[config.mk]
export PLATFORM = sky130hd
export DESIGN_NAME = fp_issue_guard
export DESIGN_NICKNAME = d
export VERILOG_FILES = /design/src/rtl/issue_guard_pkg.sv /design/src/rtl/stage_tracker.sv /design/src/rtl/hazard_detect.sv /design/src/rtl/fwd_select.sv /design/src/rtl/fp_issue_guard.sv
export SDC_FILE = /design/constraint.sdc
export NUM_CORES = 1
export LEC_CHECK = 0
export BUFFER_PORTS_ARGS = -buffer_cell sky130_fd_sc_hd__buf_2
export CAP_MARGIN = 20
export CORE_ASPECT_RATIO = 1.1
export CORE_MARGIN = 5
export CORE_UTILIZATION = 45
export CTS_BUF_LIST = sky130_fd_sc_hd__clkbuf_4
export DETAILED_ROUTE_END_ITERATION = 12
export HOLD_SLACK_MARGIN = 0.03
export PLACE_DENSITY = 0.76
export SETUP_SLACK_MARGIN = 0.1
export SYNTH_ARGS = -nofsm -noshare
export SYNTH_HDL_FRONTEND = slang
export SYNTH_SLANG_ARGS = --single-unit
[constraint.sdc]
create_clock -name clk -period 4.45 [get_ports clk]
set_input_delay 1.335 -clock clk [delete_from_list [all_inputs] [get_ports clk]]
set_output_delay 1.335 -clock clk [all_outputs]
set_load 0.01 [all_outputs]
[src/rtl/issue_guard_pkg.sv]
package issue_guard_pkg;
    parameter int REG_IDX_W = 5;

    typedef struct packed {
        logic                 fp;
        logic [REG_IDX_W-1:0] idx;
    } reg_spec_t;

    typedef enum logic [2:0] {
        U_INT  = 3'd0,
        U_LOAD = 3'd1,
        U_FADD = 3'd2,
        U_FMUL = 3'd3,
        U_FDIV = 3'd4
    } unit_e;

    typedef enum logic [2:0] {
        FWD_NONE    = 3'd0,
        FWD_INT_MEM = 3'd1,
        FWD_ADD_MEM = 3'd2,
        FWD_MUL_MEM = 3'd3,
        FWD_DIV_MEM = 3'd4,
        FWD_MEM_WB  = 3'd5
    } fwd_e;

    typedef enum logic [1:0] {ORG_INT, ORG_ADD, ORG_MUL, ORG_DIV} origin_e;

    typedef struct packed {
        logic      v;
        logic      wr;
        logic      ld;
        reg_spec_t d;
    } slot_t;

    typedef struct packed {
        slot_t   s;
        origin_e org;
    } mem_slot_t;

    function automatic logic writes_to(slot_t s, reg_spec_t r);
        return s.v && s.wr && (s.d == r);
    endfunction
endpackage

[src/rtl/stage_tracker.sv]
module stage_tracker
    import issue_guard_pkg::*;
#(
    parameter int ADD_DEPTH  = 4,
    parameter int MUL_DEPTH  = 7,
    parameter int DIV_CYCLES = 25,
    localparam int CNT_W     = $clog2(DIV_CYCLES + 1)
) (
    input  logic                  clk,
    input  logic                  rst,
    input  logic                  issue,
    input  unit_e                 unit,
    input  reg_spec_t             dst,
    input  logic                  dst_wr,
    output slot_t                 ex_q,
    output slot_t [ADD_DEPTH-1:0] add_q,
    output slot_t [MUL_DEPTH-1:0] mul_q,
    output slot_t                 div_q,
    output logic  [CNT_W-1:0]     div_cnt,
    output mem_slot_t             mem_q,
    output slot_t                 wb_q
);
    slot_t     new_s;
    mem_slot_t mem_d;
    logic      div_last;

    assign div_last = (div_cnt == CNT_W'(1));

    always_comb begin
        new_s.v  = 1'b1;
        new_s.wr = dst_wr;
        new_s.ld = (unit == U_LOAD);
        new_s.d  = dst;
    end

    // exactly one unit may hand a result to the memory stage per cycle
    always_comb begin
        mem_d = '0;
        if (ex_q.v) begin
            mem_d.s = ex_q;       mem_d.org = ORG_INT;
        end else if (add_q[ADD_DEPTH-1].v) begin
            mem_d.s = add_q[ADD_DEPTH-1]; mem_d.org = ORG_ADD;
        end else if (mul_q[MUL_DEPTH-1].v) begin
            mem_d.s = mul_q[MUL_DEPTH-1]; mem_d.org = ORG_MUL;
        end else if (div_last) begin
            mem_d.s = div_q;      mem_d.org = ORG_DIV;
        end
    end

    always_ff @(posedge clk) begin
        if (rst) begin
            ex_q    <= '0;
            add_q   <= '0;
            mul_q   <= '0;
            div_q   <= '0;
            div_cnt <= '0;
            mem_q   <= '0;
            wb_q    <= '0;
        end else begin
            ex_q     <= (issue && (unit == U_INT || unit == U_LOAD)) ? new_s : '0;
            add_q[0] <= (issue && unit == U_FADD) ? new_s : '0;
            mul_q[0] <= (issue && unit == U_FMUL) ? new_s : '0;
            for (int i = 1; i < ADD_DEPTH; i++) add_q[i] <= add_q[i-1];
            for (int i = 1; i < MUL_DEPTH; i++) mul_q[i] <= mul_q[i-1];
            if (issue && unit == U_FDIV) begin
                div_cnt <= CNT_W'(DIV_CYCLES);
                div_q   <= new_s;
            end else if (div_cnt != '0) begin
                div_cnt <= div_cnt - 1'b1;
                if (div_last) div_q <= '0;
            end
            mem_q <= mem_d;
            wb_q  <= mem_q.s;
        end
    end

    // the external write-port reservation keeps completions apart
    assert_one_exit_R5: assert property (@(posedge clk) disable iff (rst)
        $countones({ex_q.v, add_q[ADD_DEPTH-1].v, mul_q[MUL_DEPTH-1].v, div_last}) <= 1);
endmodule

[src/rtl/hazard_detect.sv]
module hazard_detect
    import issue_guard_pkg::*;
#(
    parameter int ADD_DEPTH  = 4,
    parameter int MUL_DEPTH  = 7,
    parameter int DIV_CYCLES = 25,
    localparam int CNT_W     = $clog2(DIV_CYCLES + 1)
) (
    input  unit_e                 unit,
    input  reg_spec_t             dst,
    input  logic                  dst_wr,
    input  reg_spec_t             src_a,
    input  logic                  src_a_vld,
    input  reg_spec_t             src_b,
    input  logic                  src_b_vld,
    input  slot_t                 ex_q,
    input  slot_t [ADD_DEPTH-1:0] add_q,
    input  slot_t [MUL_DEPTH-1:0] mul_q,
    input  slot_t                 div_q,
    input  logic  [CNT_W-1:0]     div_cnt,
    output logic                  struct_h,
    output logic                  raw_h,
    output logic                  waw_h
);
    function automatic logic src_hit(slot_t s, reg_spec_t a, logic av,
                                     reg_spec_t b, logic bv);
        return (av && writes_to(s, a)) || (bv && writes_to(s, b));
    endfunction

    logic div_long;
    assign div_long = (div_cnt > CNT_W'(1));

    always_comb begin
        raw_h = ex_q.ld && src_hit(ex_q, src_a, src_a_vld, src_b, src_b_vld);
        waw_h = 1'b0;
        for (int i = 0; i < ADD_DEPTH; i++) begin
            if (i < ADD_DEPTH - 1)
                raw_h = raw_h | src_hit(add_q[i], src_a, src_a_vld, src_b, src_b_vld);
            waw_h = waw_h | (dst_wr && writes_to(add_q[i], dst));
        end
        for (int i = 0; i < MUL_DEPTH; i++) begin
            if (i < MUL_DEPTH - 1)
                raw_h = raw_h | src_hit(mul_q[i], src_a, src_a_vld, src_b, src_b_vld);
            waw_h = waw_h | (dst_wr && writes_to(mul_q[i], dst));
        end
        if (div_long)
            raw_h = raw_h | src_hit(div_q, src_a, src_a_vld, src_b, src_b_vld);
        waw_h    = waw_h | (dst_wr && writes_to(div_q, dst));
        struct_h = (unit == U_FDIV) && div_long;
    end
endmodule

[src/rtl/fwd_select.sv]
module fwd_select
    import issue_guard_pkg::*;
(
    input  logic      clk,
    input  logic      rst,
    input  logic      issue,
    input  reg_spec_t src_a,
    input  logic      src_a_vld,
    input  reg_spec_t src_b,
    input  logic      src_b_vld,
    input  mem_slot_t mem_q,
    input  slot_t     wb_q,
    output fwd_e      sel_a,
    output fwd_e      sel_b
);
    localparam int N_OPS = 2;

    reg_spec_t src_q [N_OPS];
    logic      vld_q [N_OPS];
    fwd_e      sel   [N_OPS];

    function automatic fwd_e pick(reg_spec_t r, logic rv, mem_slot_t m, slot_t w);
        if (!rv) return FWD_NONE;
        if (writes_to(m.s, r) && !m.s.ld) begin
            case (m.org)
                ORG_INT: return FWD_INT_MEM;
                ORG_ADD: return FWD_ADD_MEM;
                ORG_MUL: return FWD_MUL_MEM;
                default: return FWD_DIV_MEM;
            endcase
        end
        if (writes_to(w, r)) return FWD_MEM_WB;
        return FWD_NONE;
    endfunction

    for (genvar g = 0; g < N_OPS; g++) begin : g_op
        always_ff @(posedge clk) begin
            if (rst) begin
                src_q[g] <= '0;
                vld_q[g] <= 1'b0;
            end else begin
                src_q[g] <= (g == 0) ? src_a : src_b;
                vld_q[g] <= issue && ((g == 0) ? src_a_vld : src_b_vld);
            end
        end
        assign sel[g] = pick(src_q[g], vld_q[g], mem_q, wb_q);
    end

    assign sel_a = sel[0];
    assign sel_b = sel[1];
endmodule

[src/rtl/fp_issue_guard.sv]
module fp_issue_guard
    import issue_guard_pkg::*;
#(
    parameter int ADD_DEPTH  = 4,
    parameter int MUL_DEPTH  = 7,
    parameter int DIV_CYCLES = 25,
    localparam int SPEC_W    = REG_IDX_W + 1,
    localparam int CNT_W     = $clog2(DIV_CYCLES + 1)
) (
    input  logic              clk,
    input  logic              rst,
    input  logic              dec_valid,
    input  logic [2:0]        dec_unit,
    input  logic [SPEC_W-1:0] dec_dst,
    input  logic              dec_dst_wr,
    input  logic [SPEC_W-1:0] dec_src_a,
    input  logic              dec_src_a_vld,
    input  logic [SPEC_W-1:0] dec_src_b,
    input  logic              dec_src_b_vld,
    input  logic              wport_conflict,
    output logic              dec_issue,
    output logic              dec_stall,
    output logic [2:0]        fwd_sel_a,
    output logic [2:0]        fwd_sel_b
);
    unit_e                 unit;
    reg_spec_t             dst, sa, sb;
    slot_t                 ex_q, div_q, wb_q;
    slot_t [ADD_DEPTH-1:0] add_q;
    slot_t [MUL_DEPTH-1:0] mul_q;
    logic  [CNT_W-1:0]     div_cnt;
    mem_slot_t             mem_q;
    logic                  struct_h, raw_h, waw_h;
    fwd_e                  sel_a, sel_b;

    assign unit = unit_e'(dec_unit);
    assign dst  = dec_dst;
    assign sa   = dec_src_a;
    assign sb   = dec_src_b;

    assign dec_stall = dec_valid && (struct_h || raw_h || waw_h || wport_conflict);
    assign dec_issue = dec_valid && !dec_stall;
    assign fwd_sel_a = sel_a;
    assign fwd_sel_b = sel_b;

    stage_tracker #(.ADD_DEPTH(ADD_DEPTH), .MUL_DEPTH(MUL_DEPTH), .DIV_CYCLES(DIV_CYCLES)) u_track (
        .clk(clk), .rst(rst), .issue(dec_issue), .unit(unit), .dst(dst), .dst_wr(dec_dst_wr),
        .ex_q(ex_q), .add_q(add_q), .mul_q(mul_q), .div_q(div_q), .div_cnt(div_cnt),
        .mem_q(mem_q), .wb_q(wb_q)
    );

    hazard_detect #(.ADD_DEPTH(ADD_DEPTH), .MUL_DEPTH(MUL_DEPTH), .DIV_CYCLES(DIV_CYCLES)) u_haz (
        .unit(unit), .dst(dst), .dst_wr(dec_dst_wr),
        .src_a(sa), .src_a_vld(dec_src_a_vld), .src_b(sb), .src_b_vld(dec_src_b_vld),
        .ex_q(ex_q), .add_q(add_q), .mul_q(mul_q), .div_q(div_q), .div_cnt(div_cnt),
        .struct_h(struct_h), .raw_h(raw_h), .waw_h(waw_h)
    );

    fwd_select u_fwd (
        .clk(clk), .rst(rst), .issue(dec_issue),
        .src_a(sa), .src_a_vld(dec_src_a_vld), .src_b(sb), .src_b_vld(dec_src_b_vld),
        .mem_q(mem_q), .wb_q(wb_q), .sel_a(sel_a), .sel_b(sel_b)
    );

    // back-to-back divides never both issue
    assert_div_busy_R2: assert property (@(posedge clk) disable iff (rst)
        (dec_issue && unit == U_FDIV) |=> !(dec_issue && unit == U_FDIV));

    // a register just claimed by the adder cannot be claimed again next cycle
    assert_waw_block_R3: assert property (@(posedge clk) disable iff (rst)
        (dec_issue && unit == U_FADD && dec_dst_wr) |=>
        !(dec_issue && dec_dst_wr && dec_dst == $past(dec_dst)));

    // a multiplier result is not consumed one cycle after issue
    assert_raw_block_R4: assert property (@(posedge clk) disable iff (rst)
        (dec_issue && unit == U_FMUL && dec_dst_wr) |=>
        !(dec_issue && ((dec_src_a_vld && dec_src_a == $past(dec_dst)) ||
                        (dec_src_b_vld && dec_src_b == $past(dec_dst)))));

    // a refused write port always holds the instruction
    assert_port_hold_R5: assert property (@(posedge clk) disable iff (rst)
        (dec_valid && wport_conflict) |-> (dec_stall && !dec_issue));

    // the divider select only follows the divider's final cycle
    assert_div_fwd_R6: assert property (@(posedge clk) disable iff (rst)
        (fwd_sel_a == 3'd4) |-> $past(div_cnt == CNT_W'(1)));
endmodule

==> After elaboration in Yosys (flattened, before gate mapping) <==
Memory sizes are Yosys's and may differ from the RTL's.
Index checks and enable logic that the tools add are counted.
{ "totals": {"ram_bits": 14, "memories": 2, "latchBits": 0, "mem_bits_ro": 0, "word_cells": 326, "input_bits": 28, "regBits": 141} }
{ "op_classes": {"addsub": 1, "mux": 43, "magnitude_cmp": 1, "reduce_logical": 128, "n_eq_ne": 45, "n_bitwise": 28, "shifts": 0, "div": 0, "multipliers": 0} }
{ "mem_list": {"columns": ["name", "words", "width", "read_ports", "rd_ports_with_merged_regs", "wr", "line_no", "source"], "rows": [
  ["u_fwd.src_q", 2, 6, 2, 0, 2, "fwd_select.sv:18", "reg_spec_t src_q [N_OPS];"],
  ["u_fwd.vld_q", 2, 1, 2, 0, 2, "fwd_select.sv:19", "logic vld_q [N_OPS];"]
]} }
{ "op_table": {"columns": ["cell", "n"], "rows": [
  ["6-bit == test", 38],
  ["1-bit logical AND", 99],
  ["9-bit 2-to-1 mux", 6],
  ["11-bit 2-to-1 mux", 4],
  ["3-bit 2-to-1 mux", 12],
  ["1-bit OR", 25],
  ["1-bit 2-to-1 mux", 16],
  ["1-bit logical OR", 15],
  ["6-bit 2-to-1 mux", 2],
  ["5-bit 2-to-1 mux", 2],
  ["2-bit OR reduction", 5],
  ["3-bit one-hot mux with 3 select lines", 1],
  ["3-bit by 2-bit == test with 1-bit output, second input constant", 2],
  ["5-bit by 1-bit == test with 1-bit output, second input constant", 1],
  ["5-bit by 1-bit > comparator with 1-bit output, second input constant", 1],
  ["5-bit nonzero test", 1],
  ["5-bit by 1-bit subtractor with 5-bit output, second input constant", 1],
  ["2-bit nonzero test", 2],
  ["3-bit by 1-bit == test with 1-bit output, second input constant", 1],
  ["3-bit == test, second input constant", 1],
  ["3-bit zero test", 1],
  ["1-bit inverter", 3],
  ["3-bit OR reduction", 1],
  ["2-bit by 1-bit == test with 1-bit output, second input constant", 1],
  ["4 further kinds", 5]
]} }

==> Logic depth before layout (Yosys ltp) <==
Gate-level depths: netlist (run 1).
{ "logic_depth": {"depth_word": 25, "depth_mapped": 13} }

==> By module <==
From an unflattened synthesis (run 1), not the netlist that was laid out.
{ "hier_totals": {"hier_cells": 780, "hier_area_um2": 7806.2} }
{ "modules_own_cells": {"columns": ["mod", "seq_area_each_um2", "cells_per_inst", "area_per_inst_um2", "instances"], "rows": [
  ["stage_tracker", 2842.7, 367, 4395.5, 1],
  ["hazard_detect", 0.0, 326, 2593.7, 1],
  ["fwd_select", 280.3, 84, 792.0, 1],
  ["fp_issue_guard", 0.0, 3, 25.0, 1]
]} }

==> Least setup slack after synthesis (run 1) <==
Ideal clock, no wire load.
{ "synth_timing": {"path_type": "input port to output port", "start": "in dec_dst[4]", "end": "out dec_stall", "cell_stages": 13, "arrival_ns": 3.096, "slack_ns": 0.019, "required_time_ns": 3.115, "path_buffers": 5, "cell_sequence": "buf_4 buf_6 xor2_1 nor4_1 nand4_1 nand4_1 o31ai_1 and4_1 buf_6 o21ai_2 buf_6 buf_6 and2_1"} }
{ "synth_via": {"elab_chain_cells": 17, "word_cells_on_any_way": 50, "cone_classes": "12 x eq/ne; 11 x bitwise; 27 x reduce/logical"} }
{ "synth_rtl": {"columns": ["item", "line_no", "source"], "rows": [
  ["start, declared", "fp_issue_guard.sv:14", "input logic [SPEC_W-1:0] dec_dst,"],
  ["6-bit == test", "issue_guard_pkg.sv:41", "return s.v && s.wr && (s.d == r);"],
  ["1-bit logical AND", "issue_guard_pkg.sv:41", null],
  ["1-bit logical AND", "hazard_detect.sv:39", "waw_h = waw_h | (dst_wr && writes_to(add_q[i], dst));"],
  ["1-bit OR (3 in a row)", "hazard_detect.sv:39", null],
  ["1-bit OR (7 in a row)", "hazard_detect.sv:44", "waw_h = waw_h | (dst_wr && writes_to(mul_q[i], dst));"],
  ["1-bit OR *", "hazard_detect.sv:48", "waw_h = waw_h | (dst_wr && writes_to(div_q, dst));"],
  ["1-bit logical OR * (2 in a row)", "fp_issue_guard.sv:41", "assign dec_stall = dec_valid && (struct_h || raw_h || waw_h || wport_conflict);"],
  ["1-bit logical AND *", "fp_issue_guard.sv:41", null],
  ["end, declared", "fp_issue_guard.sv:22", "output logic dec_stall,"]
]} }
Every way passes the cells marked *; elsewhere a longest branch is shown, timed or not.

==> Worst setup path in the final report (run 1) <==
{ "layout_timing": {"start": "in dec_src_a[5]", "end": "out dec_issue"} }
{ "layout_via": {"elab_chain_cells": 22, "word_cells_on_any_way": 62, "cone_classes": "11 x eq/ne; 1 x mux; 10 x bitwise; 40 x reduce/logical"} }
{ "layout_rtl": {"columns": ["item", "line_no", "source"], "rows": [
  ["start, declared", "fp_issue_guard.sv:16", "input logic [SPEC_W-1:0] dec_src_a,"],
  ["6-bit == test", "issue_guard_pkg.sv:41", null],
  ["1-bit logical AND", "issue_guard_pkg.sv:41", null],
  ["1-bit logical AND", "hazard_detect.sv:27", "return (av && writes_to(s, a)) || (bv && writes_to(s, b));"],
  ["1-bit logical OR", "hazard_detect.sv:27", null],
  ["1-bit logical AND", "hazard_detect.sv:34", "raw_h = ex_q.ld && src_hit(ex_q, src_a, src_a_vld, src_b, src_b_vld);"],
  ["1-bit OR (3 in a row)", "hazard_detect.sv:38", "raw_h = raw_h | src_hit(add_q[i], src_a, src_a_vld, src_b, src_b_vld);"],
  ["1-bit OR (6 in a row)", "hazard_detect.sv:43", "raw_h = raw_h | src_hit(mul_q[i], src_a, src_a_vld, src_b, src_b_vld);"],
  ["1-bit OR", "hazard_detect.sv:47", "raw_h = raw_h | src_hit(div_q, src_a, src_a_vld, src_b, src_b_vld);"],
  ["1-bit 2-to-1 mux *", "hazard_detect.sv:46", "if (div_long)"],
  ["1-bit logical OR * (3 in a row)", "fp_issue_guard.sv:41", null],
  ["1-bit logical AND *", "fp_issue_guard.sv:41", null],
  ["1-bit zero test *", "fp_issue_guard.sv:42", "assign dec_issue = dec_valid && !dec_stall;"],
  ["1-bit logical AND *", "fp_issue_guard.sv:42", null],
  ["end, declared", "fp_issue_guard.sv:21", "output logic dec_issue,"]
]} }
Marked as above.

==> results of run 1 <==
## registers in the layout (all words and copies together), names as in the netlist
register         flops
u_track.div_cnt      5
u_track.ex_q         9
u_fwd.vld_q          2
u_track.mul_q       63
u_track.wb_q         8
u_track.div_q        9
u_fwd.src_q         12
u_track.mem_q       11
u_track.add_q       36
## critical path: stages
cell,delay (ns)
sky130_fd_sc_hd__buf_8,0.10
sky130_fd_sc_hd__buf_12,0.14
sky130_fd_sc_hd__buf_12,0.13
sky130_fd_sc_hd__xnor2_2,0.12
sky130_fd_sc_hd__nand4_1,0.14
sky130_fd_sc_hd__nor4_2,0.28
sky130_fd_sc_hd__nor2_1,0.10
sky130_fd_sc_hd__o2111a_1,0.28
sky130_fd_sc_hd__and4_4,0.20
sky130_fd_sc_hd__o21ai_4,0.08
sky130_fd_sc_hd__buf_6,0.12
sky130_fd_sc_hd__nor2_2,0.02
sky130_fd_sc_hd__buf_2,0.13
## kinds of logic after synthesis
family          synth area share [%]
compound gates                  4.80
xor+xnor                        25.6
fa+ha+maj                      0.800
buf+inv                         5.47
flops                           39.7
mux                            0.896
other cells                   0.0479
simple gates                    22.7
## report_power, final
part | internal [mW] | switching [mW] | total (mW) | leakage (nW)
sequential | 1.42 | 0.0327 | 1.46 | 1.25
combinational | 0.219 | 0.292 | 0.510 | 2.10
clock | 0.501 | 0.491 | 0.993 | 0.174
total | 2.14 | 0.816 | 2.96 | 3.53
## repair_timing
item,CTS,global route
pin swaps,10,13
setup endpoints to repair,2,2
setup buffers,15,7
gates resized for setup,28,15
## metal layers
layer / vias to the layer above / share of wire, % / track usage (%)
li1: 2916 / - / -
met1: 2894 / 40 / 24.4
met2: 259 / 49 / 34.2
met3: 68 / 7.1 / 5.38
met4: 0 / 4.2 / 10.5
met5: - / 0 / 0
## worst min-delay path by stage
| stage | endpoint | slack (ns) | cells past startpoint |
|---|---|---|---|
| floorplan | u_track.add_q[15]$_SDFF_PP0_ | 0.41 | 1 |
| global placement | u_track.mul_q[51]$_SDFF_PP0_ | 0.42 | 1 |
| detailed placement | u_track.add_q[15]$_SDFF_PP0_ | 0.42 | 1 |
| CTS | u_track.mul_q[51]$_SDFF_PP0_ | 0.46 | 1 |
| global route | u_track.mul_q[60]$_SDFF_PP0_ | 0.46 | 1 |
| finish | u_track.mul_q[60]$_SDFF_PP0_ | 0.45 | 1 |
## final cells by class
class	count	area (um2)
Antenna cell	1	2.50
Clock buffer	18	135
Clock inverter	12	198
Fill cell	1502	7930
Inverter	15	56.3
Multi-Input combinational cell	612	4430
Sequential cell	155	3100
Tap cell	234	293
Timing Repair Buffer	94	930
## placed cells by master (no fill, tap or decap), drive strengths merged, types with 2 or more instances in the layout
cell type / instances
or3: 2
ha: 5
mux2i: 7
clkinv: 4
xor2: 108
nor2b: 104
inv: 16
and3: 3
o2111a: 2
a21oi: 26
o211ai: 7
nand2: 38
nand3: 11
o21ai: 13
o21bai: 4
clkinvlp: 2
nor3b: 3
nor2: 31
buf: 92
nor4: 60
nor3: 11
xnor2: 121
dfxtp: 155
and2: 3
clkbuf: 20
nand4: 38
bufinv: 5
a31oi: 2
conb: 2
## through the flow
| stage | hold WS, ns | setup slack [ns] | utilization [%] | setup TNS [ns] | cell area, um2 |
|---|---|---|---|---|---|
| floorplan | 0.414 | 0.103 | - | 0 | 7880 |
| finish | 0.447 | -0.0948 | 53.6 | -0.178 | 9150 |
| detailed placement | 0.424 | -0.300 | 49.4 | -0.473 | 8440 |
| CTS | 0.455 | -0.0254 | 52.8 | -0.0377 | 9010 |
| global route | 0.459 | -0.137 | 53.6 | -0.259 | 9150 |
| global placement | 0.416 | -0.234 | 49.4 | -0.350 | 8440 |
==> results by stage, run 1 <==
Run status:
- The run finished, with violations left.
- The checks that failed: setup timing.

Floorplanning:
- For this design the top-level I/O count stands at 36.
- The total area inside the core boundary comes to 0.0171 mm2.
- The die covers 0.0201 mm2.
- The initialized floorplan defines 50 standard-cell rows.
- The die is 136 um wide.
- The effective utilization at floorplan is 45.8%.
- The chip height is 148 um.

CTS:
- After clock tree synthesis, the flow added hold-fix buffers numbering 0.
- The clock slew at the register clock pins of the worst setup and hold paths is 0.12 ns.
- In this run the clock root is driven by a sky130_fd_sc_hd__clkbuf_4.
- The maximum clock insertion buffer count is 2.
- The tree built by TritonCTS fans out to 155 sinks.
- At the later pin of the worst-skew pair, clock insertion delay measures 0.57 ns.
- The deepest level of the CTS H-tree is 4.
- Counting the buffers created by CTS gives 17.
- TritonCTS built the clock tree.

Place:
- The routability congestion estimate is 0.937.
- Detailed placement ended at an HPWL of 14.6 mm.
- The number of placed instances, taps included, is 1,088.
- The count of buffers added on input and output ports is 35.

Power and ir drop:
- VDD sags by at most 0.143 mV.
- The analysis attributes to cell leakage a power of 3.53 nW.
- Overall power consumption after layout is estimated at 2.96 mW.
- Dividing total power by cell area gives a power density of 323 mW/mm2.

STA:
- The final period utilization is 102%.
- Between clock sinks in the finished design, the worst skew comes to 0.0251 ns.
- The worst-case headroom to the max-slew limit is 38.8%.
- The number of failing hold endpoints at the final stage was 0.
- The final worst setup slack is -0.0948 ns.
- At the pin with the least slew margin, the transition time is 0.919 ns.
- The final critical-path required period is 4.54 ns.
- The final max-slew violation count is 0.
- Derived from the worst setup path, the maximum achievable clock frequency is 0.220 GHz.
- The number of setup violations in the final report is 2.
- Setup repair after global routing could not meet its margin everywhere.

Worst setup path:
- The worst setup path endpoint is dec_issue.
- Along the worst path, the maximum fanout reaches 6.
- The worst flop-to-flop path startpoint is u_track.mul_q[62]$_SDFF_PP0_.
- The critical path in this run is classified as in -> out.
- For the worst flop-to-flop path, the logic depth is 9.
- The endpoint class of the critical path is an output port.
- STA puts the critical path data required time at 3.12 ns.
- The most critical setup path has its startpoint at dec_src_a[5].
- The worst-case register-to-register setup slack is 1.75 ns.
- The critical register-to-register path endpoint is u_track.mul_q[7]$_SDFF_PP0_.
- The worst setup path is launched from an input port.
- The signal arrival time at the worst endpoint is 3.21 ns.

Routing:
- The number of antenna-violating nets in the routed design is 0.
- Dividing the detail-routed wire length by the instance count gives 17.9 um.
- After detailed routing, the number of remaining DRC violations is 0.
- For this run, the detailed router's first-pass iteration total came to 4.
- The mean number of vias per cell is 5.38.
- The overall routed net length is 20.4 mm.
- The number of DRC markers after the initial detailed-route iteration is 468.
- The detailed router placed 6,137 vias in this run.

Synthesis:
- Synthesis instantiated 46 different standard cells from the library.
- The number of enable-type register cells in the synthesized netlist is 0.
- After synthesis, flip-flops and latches occupy 39.7% of the total area.
- Yosys attributes the largest share of cell area to sky130_fd_sc_hd__dfxtp_1 (40%), sky130_fd_sc_hd__xnor2_1 (14%), sky130_fd_sc_hd__xor2_1 (12%), sky130_fd_sc_hd__nor2b_1 (8.3%), sky130_fd_sc_hd__nor4_1 (4.6%).
- The cell taking the most area after synthesis is sky130_fd_sc_hd__dfxtp_1.
- The area share of the largest cell type after synthesis is 39.7%.
- For this run, asynchronously set or reset flops after synthesis account for 0%.
- After synthesis the cells add up to 0.00782 mm2.
- By instance count, the leading cell after synthesis is sky130_fd_sc_hd__dfxtp_1.
- By count the netlist is led by sky130_fd_sc_hd__dfxtp_1 (155), sky130_fd_sc_hd__xnor2_1 (121), sky130_fd_sc_hd__xor2_1 (108).
- After technology mapping, the gate count stands at 840.
- The per-instance average area after synthesis is 9.31 um2.
- The Yosys step of the flow raised 0 warnings.
- For this run, the leading register cell type out of synthesis is sky130_fd_sc_hd__dfxtp_1.
- The synthesized design contains 155 register bits.

GRT:
- The number of global-route vias before repair is 6,157.
- The global-route wire length before repair is 32.3 mm.
- The maximum number of pins on one net before global-route repair is 73.
- The number of antenna violations at the first check in global routing is 1.
- The total track usage is 20.6%.
- Global routing finished with a remaining overflow of 0.

Hold path:
- The kind of path behind the tightest hold check is reg -> reg.
- The worst hold path begins at u_track.mul_q[51]$_SDFF_PP0_.

Flow run:
- The total of max-cap violations is 0.

Cells and area:
- The final standard cell count with taps included and fillers excluded is 1,141.
- From synthesis to final layout, the design area changed by 17.0%.
- At the end of the flow, the number of nets in the layout was 928.
- Of the cells placed in the final design, the portion with a size suffix greater than 1 is 16.7%.
Note: power is estimated with default switching activity, not from simulation.
==> run 2: changes to the inputs <==
- SETUP_SLACK_MARGIN: 0.1 -> 0.05
==> results by stage, run 2 (synthesis results as in run 1) <==
STA:
- The worst-case headroom to the max-slew limit is 35.4% (-3.4 points).
- The number of setup violations in the final report was 0 (-2).
- The final period utilization is 99.3% (-2.8 points).
- The maximum operating frequency is 0.226 GHz (+2.9%).
- The setup TNS is 0 ns (+0.178 ns).
- Setup repair after global routing could not meet its margin everywhere.
- The final max-slew violation count is 0 (unchanged).
- The final critical-path required period was 4.42 ns (-0.126 ns).
- The number of failing hold endpoints at the final stage came to 0 (unchanged).
- The slew at the pin with the worst max-slew slack is 0.970 ns (+0.0509 ns).
- The final setup skew is 0.0216 ns (-0.00347 ns).

Worst setup path:
- The worst-path maximum fanout is 6 (unchanged).
- STA classifies the critical path endpoint as an output port.
- STA classifies the critical path startpoint as an input port.
- The signal on the critical path passes through buf_8 -> buf_12 -> buf_12 -> xor2_2 -> nor4_2 -> nor2_1 -> o22a_1 -> and4_4 -> o21ai_4 -> and2_4 -> buf_6.
- The top cell family by delay on the critical path is simple AND/OR/NAND/NOR gates.
- The cell seen most often among critical-path stages is sky130_fd_sc_hd__buf_12.
- The required time of the critical path is 3.12 ns (about the same).
- The signal arrival time at the worst endpoint is 3.08 ns (-0.13 ns).
- The worst path buffer plus inverter count was 4 (-1).
- The critical path is of the in -> out type.
- On the critical path, the stage with the largest delay is an instance of sky130_fd_sc_hd__nor4_2.
- The longest individual stage delay on the worst path is 0.31 ns (+0.03 ns).

Run status:
- The run finished with clean final reports.

CTS:
- The deepest level of the CTS H-tree is 4 (unchanged).
- The clock insertion delay at the later pin of the skew report is 0.59 ns (+0.02 ns).
- The hold buffer count at CTS is 0 (unchanged).
- The buffer cell driving the clock tree root is sky130_fd_sc_hd__clkbuf_4.
- The clock slew at the register clock pins of the worst setup and hold paths is 0.15 ns (+0.03 ns).
- The maximum clock insertion buffer count is 2 (unchanged).
- The clock buffer count from CTS is 17 (unchanged).
- The number of sinks on the clock net is 155 (unchanged).
- TritonCTS built the clock tree.

Place:
- The routability congestion estimate was 0.962 (+2.6%).
- The detailed placement HPWL is 14.2 mm (-2.4%).
- The count of buffers from port buffering is 35 (unchanged).
- The number of placed cells counting well taps is 1,086 (-0.18%).

Power and ir drop:
- The total internal power is 1.95 mW (-9.1%).
- The static leakage power is 3.53 nW (about the same).
- The clock share of power was 30.1% (-3.5 points).
- The sequential share of power is 51.4% (+2.2 points).
- The switching share of power came to 31.2% (+3.7 points).
- The power density relative to cell area is 306 mW/mm2 (-5.2%).
- The total net switching power is 0.885 mW (+8.4%).
- The maximum vdd ir drop is 0.182 mV (+28%).
- The share of total power in combinational logic came to 18.5% (+1.2 points).

Routing:
- The number of iterations in the first detailed-routing pass is 7 (+3).
- The total number of vias is 6,279 (+2.3%).
- The overall routed net length is 21.6 mm (+5.8%).
- The number of design rule violations left after detail routing was 0 (unchanged).
- The detail-routed net length per standard cell is 18.9 um (+5.5%).
- The number of DRC markers after the initial detailed-route iteration was 591 (+26%).
- The number of antenna-violating nets in the routed design was 0 (unchanged).
- The mean number of vias per cell is 5.49 (+2.0%).

Floorplanning:
- The area of the die is 0.0201 mm2 (unchanged).
- The I/O pin count is 36 (unchanged).
- The chip height is 148 um (unchanged).
- The standard cell core area is 0.0171 mm2 (unchanged).
- The effective utilization at floorplan is 45.8% (unchanged).
- The x dimension of the die is 136 um (unchanged).
- The count of standard-cell rows is 50 (unchanged).

Cells and area:
- The register with the most flip-flops in the final layout is u_track.mul_q.
- The area of combinational cells with multiple inputs is 0.00448 mm2 (+1.1%).
- In the layout the commonest cells are sky130_fd_sc_hd__dfxtp_1 (155), sky130_fd_sc_hd__xnor2_1 (117), sky130_fd_sc_hd__nor2b_1 (104).
- The commonest non-fill, non-tap cell in the layout is sky130_fd_sc_hd__dfxtp_1.
- In the final layout, the registers with the most flip-flops are u_track.mul_q (63), u_track.add_q (36), u_fwd.src_q (12).
- The fraction of final layout cells sized beyond drive strength 1 came to 17.6% (+0.94 points).
- The final-stage net count is 929 (+0.11%).
- The growth of design area from synthesis to finish is 18.2%.
- The final core utilization is 54.1% (+0.54 points).
- The final standard cell count with taps included and fillers excluded came to 1,144 (+0.26%).
- The storage element area came to 0.00310 mm2 (unchanged).
- The number of flip-flops in the largest register is 63 (unchanged).
- The number of filler instances in the final layout is 1,456 (-3.1%).

Flow run:
- The total of max-cap violations is 0 (unchanged).

GRT:
- The total track usage is 20.7% (+0.13 points).
- The maximum number of pins on one net before global-route repair was 80 (+9.6%).
- The number of global-route vias before repair is 6,003 (-2.5%).
- The global route total overflow is 0 (unchanged).
- The global-route wire length before repair is 32.1 mm (-0.79%).
- The number of antenna violations at the first check in global routing is 1 (unchanged).

Hold path:
- The worst hold path belongs to the class reg -> reg.
[run 2: cell count changes in the layout (fill, tap and decap cells not counted), moves of 4 or more]
cell                        previous run  this run
sky130_fd_sc_hd__bufinv_16             5         1
sky130_fd_sc_hd__xnor2_2               8         4
sky130_fd_sc_hd__xor2_2                1         7
sky130_fd_sc_hd__xor2_1              107       101
sky130_fd_sc_hd__buf_6                 3        16
sky130_fd_sc_hd__nor4_1               50        43
sky130_fd_sc_hd__buf_4                44        35
sky130_fd_sc_hd__buf_12               21        15
sky130_fd_sc_hd__xnor2_1             113       117
sky130_fd_sc_hd__nor4_2                9        16
[run 2: path summary, 6_finish.rpt]
kind / cells past startpoint / to / slack (ns) / startpoint
max: 11 / dec_stall / 0.03 / dec_src_a[5]
min: 1 / u_track.mul_q[24]$_SDFF_PP0_ / 0.44 / u_track.mul_q[15]$_SDFF_PP0_
max reg2reg: 10 / u_fwd.vld_q[0]$_SDFF_PP0_ / 1.70 / u_track.mul_q[62]$_SDFF_PP0_
min reg2reg: 1 / u_track.mul_q[24]$_SDFF_PP0_ / 0.44 / u_track.mul_q[15]$_SDFF_PP0_
[run 2: power groups by stage]
stage | sequential, mW | combinational (mW) | clock (mW)
after global placement | 1.49 | 0.440 | 0
after CTS | 1.46 | 0.477 | 0.871
after detailed placement | 1.49 | 0.451 | 0
after global routing | 1.46 | 0.571 | 0.929
after floorplan | 1.48 | 0.343 | 0
final | 1.46 | 0.523 | 0.853
[run 2: area by class of cell]
class,count,share of cell area [%]
repair buffers,95,11.0
well taps,234,3.17
inverters,15,0.609
clock buffers,17,1.38
flip-flops and latches,155,33.6
diodes,1,0.0271
multi-input cells,612,48.5
clock inverters,15,1.77
[run 2: repair_timing]
action,CTS,global route
setup buffers,5,16
gates resized for setup,24,52
endpoints found under the setup margin,2,2
pin swaps,15,31
cloned,2,2
[run 2: metal layers]
| layer | wire length [um] | part of all wire (%) | track usage, % |
|---|---|---|---|
| met5 | 0 | 0 | 0 |
| met4 | 1150 | 5.3 | 10.5 |
| met3 | 1870 | 8.7 | 4.80 |
| met2 | 10400 | 48 | 34.3 |
| met1 | 8160 | 38 | 25.1 |
[run 2: metrics by stage]
stage / hold slack (ns) / worst slack, ns / power [mW] / cell area, um2
CTS: 0.443 / 0.0504 / 2.80 / 8820
detailed placement: 0.425 / -0.0594 / 1.94 / 8340
global route: 0.437 / -0.0586 / 2.96 / 9240
finish: 0.436 / 0.0316 / 2.83 / 9240
floorplan: 0.414 / 0.0549 / 1.82 / 7830
global placement: 0.416 / -0.0812 / 1.93 / 8340
==> run 3: changes to the inputs <==
- SYNTH_HIERARCHICAL: not set -> 1
==> results by stage, run 3 <==
Routing:
- The number of design rule violations left after detail routing is 0 (unchanged).
- The total number of vias was 5,948 (-5.3%).
- The mean number of vias per cell is 5.42 (-1.2%).
- The number of iterations in the first detailed-routing pass was 5 (-2).
- The detail-routed net length per standard cell is 19.4 um (+2.8%).
- The number of antenna-violating nets in the routed design is 0 (unchanged).
- The number of DRC markers after the initial detailed-route iteration was 499 (-16%).
- The overall routed net length is 21.3 mm (-1.5%).

Cells and area:
- The number of flip-flops in the largest register is 63 (unchanged).
- Leaving out fill and tap cells, the most frequent cell in the layout is sky130_fd_sc_hd__dfxtp_1.
- u_track/mul_q holds more flip-flops than any other register.
- The fraction of final layout cells sized beyond drive strength 1 is 17.7% (+0.15 points).
- The growth of design area from synthesis to finish is 19.1%.
- In the layout the commonest cells are sky130_fd_sc_hd__dfxtp_1 (155), sky130_fd_sc_hd__xor2_1 (114), sky130_fd_sc_hd__nor2b_1 (112).
- The final-stage net count was 883 (-5.0%).
- The largest registers in the layout are u_track/mul_q (63), u_track/add_q (36), u_fwd/src_q (12).
- The final non-filler cell area is 0.00927 mm2 (+0.26%).

Worst setup path:
- STA classifies the critical path startpoint as an input port.
- The worst-path maximum fanout is 7 (+1).
- The worst setup path is captured at an output port.
- The worst register-to-register path ends at u_track/div_q[4]$_SDFFE_PP0P_.
- The critical path starts at dec_dst[0].
- The signal on the critical path passes through buf_6 -> buf_12 -> xnor2_2 -> nand3_2 -> nor3_2 -> nand4_1 -> nand4_1 -> o31a_1 -> nor4_4 -> buf_4 -> nor2b_1 -> buf_2.
- The largest individual stage delay along the critical path comes from the cell sky130_fd_sc_hd__o31a_1.
- The worst setup path endpoint is dec_stall.
- The worst register-to-register path begins at u_track/div_cnt[3]$_SDFFE_PP0P_.
- The cell count of the worst reg-to-reg path came to 12 (+2).
- The worst-case register-to-register setup slack is 1.41 ns (-0.29 ns).
- Counting stages on the worst path, the most repeated cell is sky130_fd_sc_hd__nand4_1.
- The required time of the critical path is 3.12 ns (about the same).
- The longest individual stage delay on the worst path is 0.37 ns (+0.06 ns).
- The critical path is of the in -> out type.
- The signal arrival time at the worst endpoint is 3.16 ns (+0.08 ns).

STA:
- The number of setup violations in the final report is 2 (+2).
- The worst-case headroom to the max-slew limit is 49.1% (+14 points).
- Setup repair after global routing could not meet its margin everywhere.
- The final period utilization is 101% (+1.6 points).
- The worst hold-check slack came to 0.443 ns (+0.00635 ns).
- The slew at the pin with the worst max-slew slack is 0.760 ns (-0.209 ns).
- The final critical-path required period is 4.49 ns (+0.0719 ns).
- The setup TNS is -0.0706 ns (-0.0706 ns).
- The final max-slew violation count is 0 (unchanged).
- The number of failing hold endpoints at the final stage is 0 (unchanged).
- The maximum operating frequency came to 0.223 GHz (-1.6%).
- The final worst setup slack is -0.0402 ns (-0.0719 ns).
- The final setup skew is 0.0202 ns (-0.00138 ns).

Hold path:
- The kind of path behind the tightest hold check is reg -> reg.

Power and ir drop:
- The power density relative to cell area was 315 mW/mm2 (+2.7%).
- The switching share of power is 28.5% (-2.7 points).
- The total internal power is 2.08 mW (+7.0%).
- The share of total power in combinational logic is 18.6% (about the same).
- The maximum vdd ir drop came to 0.158 mV (-13%).
- The total net switching power was 0.831 mW (-6.0%).
- The clock share of power came to 30.5% (+0.4 points).
- The sequential share of power is 50.9% (-0.5 points).
- The static leakage power is 3.75 nW (+6.2%).

Run status:
- The run finished, with violations left.
- The checks that failed: setup timing.

Floorplanning:
- The area of the die was 0.0200 mm2 (-0.49%).
- The x dimension of the die is 135 um (-0.25%).
- The standard cell core area was 0.0170 mm2 (-0.37%).
- The count of standard-cell rows is 50 (unchanged).
- The I/O pin count was 36 (unchanged).
- The chip height came to 148 um (-0.25%).
- The effective utilization at floorplan was 45.7% (-0.074 points).

GRT:
- The global route total overflow is 0 (unchanged).
- The most used routing layer is met2.
- The global routing met2 resource utilization came to 35.8% (+1.5 points).
- The number of antenna violations at the first check in global routing is 1 (unchanged).
- The number of global-route vias before repair came to 5,938 (-1.1%).
- The global-route wire length before repair was 32.8 mm (+2.3%).
- The total track usage is 21.3% (+0.64 points).
- The global-route track usage on met3 is 3.95% (-0.86 points).
- The routing usage on met1 was 26.4% (+1.3 points).
- The maximum number of pins on one net before global-route repair was 68 (-15%).

CTS:
- The maximum clock insertion buffer count is 2 (unchanged).
- The number of sinks on the clock net is 155 (unchanged).
- The clock insertion delay at the later pin of the skew report is 0.58 ns (about the same).
- The CTS tree is built.
- In this run the clock root is driven by a sky130_fd_sc_hd__clkbuf_4.
- The deepest level of the CTS H-tree was 4 (unchanged).
- The clock slew at the register clock pins of the worst setup and hold paths is 0.12 ns (-0.03 ns).
- The clock buffer count from CTS is 17 (unchanged).
- The hold buffer count at CTS is 0 (unchanged).

Synthesis:
- The per-instance average area after synthesis came to 10.0 um2 (+7.4%).
- The synthesis warning total is 6 (+6).
- The mapped cell area is 0.00778 mm2 (-0.53%).
- The instance count of the mapped netlist is 778 (-7.4%).

Place:
- The post-placement setup slack is -0.242 ns (-0.183 ns).
- The standard cell area after detailed placement is 0.00851 mm2 (+2.0%).
- The detailed placement HPWL is 14.4 mm (+1.2%).
- The count of buffers from port buffering came to 35 (unchanged).
- The routability congestion estimate came to 0.905 (-5.9%).

Flow run:
- The total of max-cap violations is 0 (unchanged).
[run 3: cell count changes in the layout (fill, tap and decap cells not counted), sizes merged, moves of 9 or more]
cell,before,now
a21oi,26,1
nor2,31,8
and2,3,23
nor4,60,40
nand2,38,24
o21ai,13,2
inv,21,12
[run 3: per-layer routing]
metal | part of all wire, % | routed length, um | vias up
met1 | 41 | 8820 | 2871
met4 | 3.6 | 765 | 0
li1 | - | - | 2768
met2 | 48 | 10200 | 251
met3 | 7.1 | 1510 | 58
met5 | 0 | 0 | -
[run 3: worst min path at each step]
stage                                       from                           end  slack, ns  depth (start not counted)
CTS                 u_track/mul_q[42]$_SDFF_PP0_  u_track/mul_q[51]$_SDFF_PP0_       0.45                          1
global route        u_track/mul_q[42]$_SDFF_PP0_  u_track/mul_q[51]$_SDFF_PP0_       0.44                          1
finish              u_track/mul_q[24]$_SDFF_PP0_  u_track/mul_q[33]$_SDFF_PP0_       0.44                          1
detailed placement  u_track/mul_q[24]$_SDFF_PP0_  u_track/mul_q[33]$_SDFF_PP0_       0.42                          1
global placement    u_track/mul_q[24]$_SDFF_PP0_  u_track/mul_q[33]$_SDFF_PP0_       0.42                          1
floorplan            u_track/add_q[6]$_SDFF_PP0_  u_track/add_q[15]$_SDFF_PP0_       0.41                          1
[run 3: power groups by stage]
stage               sequential [mW]  combinational, mW  clock (mW)
detailed placement             1.52              0.484           0
global placement               1.51              0.475           0
global route                   1.49              0.577       0.962
finish                         1.48              0.542       0.889
floorplan                      1.50              0.353           0
CTS                            1.48              0.530       0.907
[run 3: repair_timing]
| action | CTS | global route |
|---|---|---|
| setup endpoints to repair | 2 | 2 |
| pin swaps | 28 | 9 |
| resized for setup | 49 | 13 |
| buffers inserted | 3 | 5 |
| gates cloned | 7 | 0 |
[run 3: area by class of cell]
| class | instances | area [um2] |
|---|---|---|
| Sequential cell | 155 | 3100 |
| Timing Repair Buffer | 90 | 1070 |
| Antenna cell | 1 | 2.50 |
| Inverter | 12 | 45.0 |
| Tap cell | 234 | 293 |
| Clock inverter | 13 | 150 |
| Clock buffer | 19 | 143 |
| Fill cell | 1472 | 7750 |
| Multi-Input combinational cell | 573 | 4460 |
[run 3: critical path: cells and delay by family]
| kind | cells | cell delay (ns) |
|---|---|---|
| compound gates | 1 | 0.37 |
| xor+xnor | 1 | 0.13 |
| buf+inv | 4 | 0.54 |
| simple gates | 6 | 0.78 |
[run 3: through the flow]
| stage | instances | power, mW | utilization [%] |
|---|---|---|---|
| 2_1_floorplan | 779 | 1.86 | - |
| 3_3_place_gp | 1050 | 1.99 | 50.0 |
| 3_5_place_dp | 1050 | 2.00 | 50.0 |
| 4_1_cts | 1092 | 2.92 | 53.9 |
| 5_1_grt | 1097 | 3.03 | 54.4 |
| 6_report | 1097 | 2.92 | 54.4 |
